[config.mk]
export PLATFORM = sky130hd
export DESIGN_NAME = hostbus_seq
export DESIGN_NICKNAME = d
export VERILOG_FILES = /design/src/rtl/hostbus_seq.sv
export SDC_FILE = /design/constraint.sdc
export NUM_CORES = 1
export LEC_CHECK = 0
export ABC_AREA = 1
export BUFFER_PORTS_ARGS = -buffer_cell sky130_fd_sc_hd__buf_4
export CAP_MARGIN = 20
export CORE_ASPECT_RATIO = 1.25
export CORE_MARGIN = 1
export CORE_UTILIZATION = 46
export DETAILED_ROUTE_END_ITERATION = 8
export GPL_TIMING_DRIVEN = 0
export MAX_ROUTING_LAYER = met4
export PLACE_DENSITY = 0.86
export SLEW_MARGIN = 20
export SYNTH_ARGS = -nofsm -noshare
export SYNTH_HDL_FRONTEND = slang
export SYNTH_SLANG_ARGS = --single-unit
[constraint.sdc]
create_clock -name clk -period 1.7 [get_ports clk]
set_clock_uncertainty 0.15 [all_clocks]
set_input_delay 0.255 -clock clk [delete_from_list [all_inputs] [get_ports clk]]
set_output_delay 0.255 -clock clk [all_outputs]
set_load 0.05 [all_outputs]
[src/rtl/hostbus_seq.sv]
module hostbus_seq #(
  parameter int DW   = 8,
  parameter int IDXW = 6
) (
  input  logic            clk,
  input  logic            rst_n,
  input  logic            burst_mode,
  input  logic            cs_n,
  input  logic            wr_rd_n,
  input  logic [IDXW+1:0] addr,
  input  logic [DW-1:0]   wdata,
  input  logic [DW-1:0]   rdata_in,
  output logic            dack_n,
  output logic            reg_wr,
  output logic            reg_rd,
  output logic            data_sel,
  output logic            ctrl_sel,
  output logic [IDXW-1:0] reg_idx,
  output logic [DW-1:0]   reg_wdata,
  output logic [DW-1:0]   rdata,
  output logic            rd_valid
);
  localparam int AW = IDXW + 2;
  localparam logic [1:0] C1 = 2'd0, C2 = 2'd1, C3 = 2'd2, C4 = 2'd3;

  logic          busy, hold_off, wr_q;
  logic [1:0]    ph;
  logic [IDXW:0] a_q;
  logic [DW-1:0] wd_q, rd_q;

  wire act   = busy && !cs_n;
  wire abort = busy && cs_n;
  wire go    = !cs_n && (busy ? (ph == C4 && burst_mode) : !hold_off);

  always_ff @(posedge clk or negedge rst_n) begin
    if (!rst_n) begin
      busy <= 1'b0;
      ph   <= C1;
      wr_q <= 1'b0;
      a_q  <= '0;
      wd_q <= '0;
      rd_q <= '0;
    end else if (abort) begin
      busy <= 1'b0;
      ph   <= C1;
    end else if (go) begin
      busy <= 1'b1;
      ph   <= C1;
      wr_q <= wr_rd_n;
      a_q  <= {addr[AW-1], addr[IDXW-1:0]};
      wd_q <= wdata;
    end else if (busy) begin
      if (ph == C4) busy <= 1'b0;
      else ph <= ph + 2'd1;
      if (ph == C3 && !wr_q) rd_q <= rdata_in;
    end
  end

  always_ff @(posedge clk or negedge rst_n) begin
    if (!rst_n) hold_off <= 1'b0;
    else if (cs_n) hold_off <= 1'b0;
    else if (busy && ph == C4 && !burst_mode) hold_off <= 1'b1;
  end

  assign dack_n    = !(act && ph == C4);
  assign reg_wr    = act && wr_q && ph == C3;
  assign reg_rd    = act && !wr_q && (ph == C2 || ph == C3);
  assign rd_valid  = act && !wr_q && ph == C4;
  assign data_sel  = act && a_q[IDXW];
  assign ctrl_sel  = act && !a_q[IDXW];
  assign reg_idx   = a_q[IDXW-1:0];
  assign reg_wdata = wd_q;
  assign rdata     = rd_q;

  assert_ack_one_cycle_R2: assert property (@(posedge clk) disable iff (!rst_n)
    !dack_n |=> dack_n);
  assert_wr_single_R3: assert property (@(posedge clk) disable iff (!rst_n)
    reg_wr |=> !reg_wr);
  assert_wr_then_ack_R3: assert property (@(posedge clk) disable iff (!rst_n)
    reg_wr |=> (!dack_n || cs_n));
  assert_rdv_after_rd_R4: assert property (@(posedge clk) disable iff (!rst_n)
    $rose(rd_valid) |-> $past(reg_rd));
  assert_single_gap_R5: assert property (@(posedge clk) disable iff (!rst_n)
    (!dack_n && !burst_mode) |=> !data_sel && !ctrl_sel);
  assert_sel_onehot_R8: assert property (@(posedge clk) disable iff (!rst_n)
    $onehot0({data_sel, ctrl_sel}));
  assert_abort_quiet_R9: assert property (@(posedge clk) disable iff (!rst_n)
    $rose(cs_n) |=> (dack_n && !reg_wr && !rd_valid));
endmodule

==> summary.md <==
| Metric | Value |
|---|---|
| Status | `finished, violations left` |
| Failing checks | `setup timing` |
| Yosys cell types | `24` |
| Placed inst area | `1755 µm²` |
| Mapped Nets | `174` |
| Vias | `1278` |
| Post-layout minimum cycle time | `1.805 ns` |
| Max_cap viols | `0` |
| Power Dens Cells | `1612 nW/µm²` |
| Internal Pwr Total | `1809 µW` |
| Clk pin slew, worst setup/hold paths | `0.15 ns` |
| Chip height | `60.98 µm` |
| CP max FO | `3` |
| Commonest non-fill, non-tap cell in the layout | `buf_4` |
| Filler cells | `172` |
| Detail Route Antenna Nets | `0` |
| Number of global-route vias before repair | `1304` |
| Cts bufs inserted | `3` |
| Vias per cell | `4.973` |
| Clock Root Buffer | `clkbuf_4` |
| Max frequency | `0.5540 GHz` |
| Die Width | `49.18 µm` |
| Seq/Total Area, Yosys | `54.74%` |
| # IOs | `57` |
| Clk buf depth | `2` |
| TritonCTS clock tree | `yes` |
| RSZ-0062 raised after global routing | `yes` |
| Post-Syn Instances | `143` |
| Clock sink count | `28` |
| Least-Margin Pin Slew | `0.3981 ns` |
| Period utilization | `106.2%` |
| Final HPWL DP | `2203 µm` |
| Sequential share of power | `30.9%` |
| Max H-tree Level | `1` |
| Mean Syn Cell Area | `8.951 µm²` |
| Final hold viol count | `0` |
| Final setup margin | `-0.1050 ns` |
| Layout cell share with drive strength beyond 1 | `44.84%` |
| Slew headroom | `73.46%` |
| # DRC | `0` |
| Data arrival, critical path | `1.40 ns` |
| Area grow syn2layout | `64.52%` |
| Clock network fraction of total power | `12.8%` |
| Mapped cell area | `1280 µm²` |
| Design area | `2106 µm²` |
| Min-delay src | `rdata_in[6]` |
| Worst vdd ir | `1.099 mV` |
| Largest net degree at the start of global routing | `29` |
| TritonRoute pass-1 iters | `4` |
| Initial antenna violation count | `0` |
| Final setup fails | `4` |
| Logic pwr share | `56.3%` |
| Leak pwr | `0.001114 µW` |
| Final #Nets | `255` |
| Crit end category | `output port` |
| Gr usage total | `24.85%` |
| Switching part of the total | `46.72%` |
| Critical Path Source | `ph[1]` |
| Total congestion overflow | `0` |
| Crit Path Class | `register to output port` |
| Max-slew violations | `0` |
| Critical path endpoint | `reg_rd` |
| Drt initial violations | `26` |
| Die ar. | `2999 µm²` |
| FF-to-FF End | `rdata[4]` |
| Core area | `2654 µm²` |
| R2R setup slack | `0.06 ns` |
| Pre-CTS setup slack | `0.03411 ns` |
| Commonest non-fill, non-tap cells in the layout | `buf_4, nand2_1, dfrtp_1` |
| Routed len/inst | `13.61 µm` |
| GP Congestion | `0.7700` |
| Number of synthesis warnings | `0` |
| Crit start category | `register` |
| Rows | `21` |
| Initial Util | `48.23%` |
| Final WL | `3497 µm` |
| R2R cell count | `6` |
| #FFs+latches synth | `28` |
| Layout Utilization | `79.35%` |
| Required time of the critical path | `1.29 ns` |
| Clock Latency Late Sink | `0.33 ns` |
| R2r startpoint | `wr_q` |
| Global-route wire length before repair | `5430 µm` |
| Number of port buffers | `55` |
| Psw | `1586 µW` |
| N_diodes | `0` |
| Hold crit path type | `input port to register` |
worst max-delay path: stages, from the launching register on:
cell	delay, ns
dfrtp_2	0.48
ha_4	0.24
nor3_4	0.18
buf_6	0.18
power by group through the flow:
stage	clock network, µW	logic, µW	registers, µW
floorplan	0	717	1500
global placement	0	1630	1030
detailed placement	0	1660	1040
CTS	442	1810	1030
global route	473	2020	1080
finish	435	1910	1050
Yosys cell counts:
library cell	instances	share of area (%)
or2_1	1	0.49
nand3_2	1	0.78
o22ai_1	1	0.49
buf_6	2	1.8
or2_0	1	0.49
inv_1	6	1.8
nor2_1	7	2.1
nor3_1	2	0.78
a21oi_1	1	0.39
clkbuf_1	1	0.29
nand2_1	49	14
buf_4	7	4.1
nand2_2	2	0.98
inv_2	2	0.59
nand4_1	8	3.9
buf_2	1	0.39
nor2_2	1	0.49
o21ai_1	1	0.39
dfrtp_1	28	55
nand2_4	1	0.88
xor2_1	1	0.68
ha_1	2	2.0
nand3_1	15	5.9
a21oi_2	2	1.4
metal layers:
| metal | vias up | track usage, % | wire [µm] |
|---|---|---|---|
| met5 | - | - | 0 |
| met4 | 0 | 10.08 | 65 |
| met3 | 6 | 4.511 | 184 |
| met2 | 55 | 47.55 | 1879 |
| met1 | 601 | 24.88 | 1367 |
| li1 | 616 | - | - |
metrics by stage:
stage                     power (µW)  hold WS (ns)  instances  setup TNS [ns]
after floorplan                 2214       -0.1906        143         -0.1035
after global placement          2662       0.03370        232               0
after detailed placement        2705       0.04026        232               0
after CTS                       3279      0.006007        254         -0.3503
after global routing            3569      0.001320        257          -1.138
final                           3395      0.009340        257         -0.2626
registers in the layout, summed over array words and instances, names as in the netlist:
register	flops
hold_off	1
reg_wdata	8
ph	2
a_q	7
wr_q	1
rdata	8
busy	1
cell type report:
cell class,count,area (µm²),area share (%)
Sequential cell,28,701.9,33.33
Timing Repair Buffer,76,633.1,30.07
Multi-Input combinational cell,96,555.5,26.38
Buffer,11,87.58,4.159
Tap cell,34,42.54,2.020
Inverter,8,32.53,1.545
Clock inverter,1,30.03,1.426
Clock buffer,3,22.52,1.070
worst min path at each step:
stage,to,cells past startpoint
global route,hold_off,2
global placement,rdata[5],1
detailed placement,rdata[7],1
floorplan,a_q[0],0
finish,rdata[6],3
CTS,rdata[6],3
cells by family after synthesis:
logic type	synth area share (%)
and+or+nand+nor	31.09
AOI/OAI and AO/OA	2.639
adders and majority gates	1.955
buffers and inverters	8.895
xor gates and xnor gates	0.6844
DFF	54.74
what timing repair did:
| action | CTS | global route |
|---|---|---|
| pin swaps | 2 | 3 |
| endpoints found under the hold margin | 40 | 0 |
| hold buffers | 13 | 0 |
| gates resized for setup | 14 | 13 |
| endpoints found under the setup margin | 6 | 29 |
| setup buffers | 5 | 3 |
No activity file was read; power rests on OpenSTA's default activity.
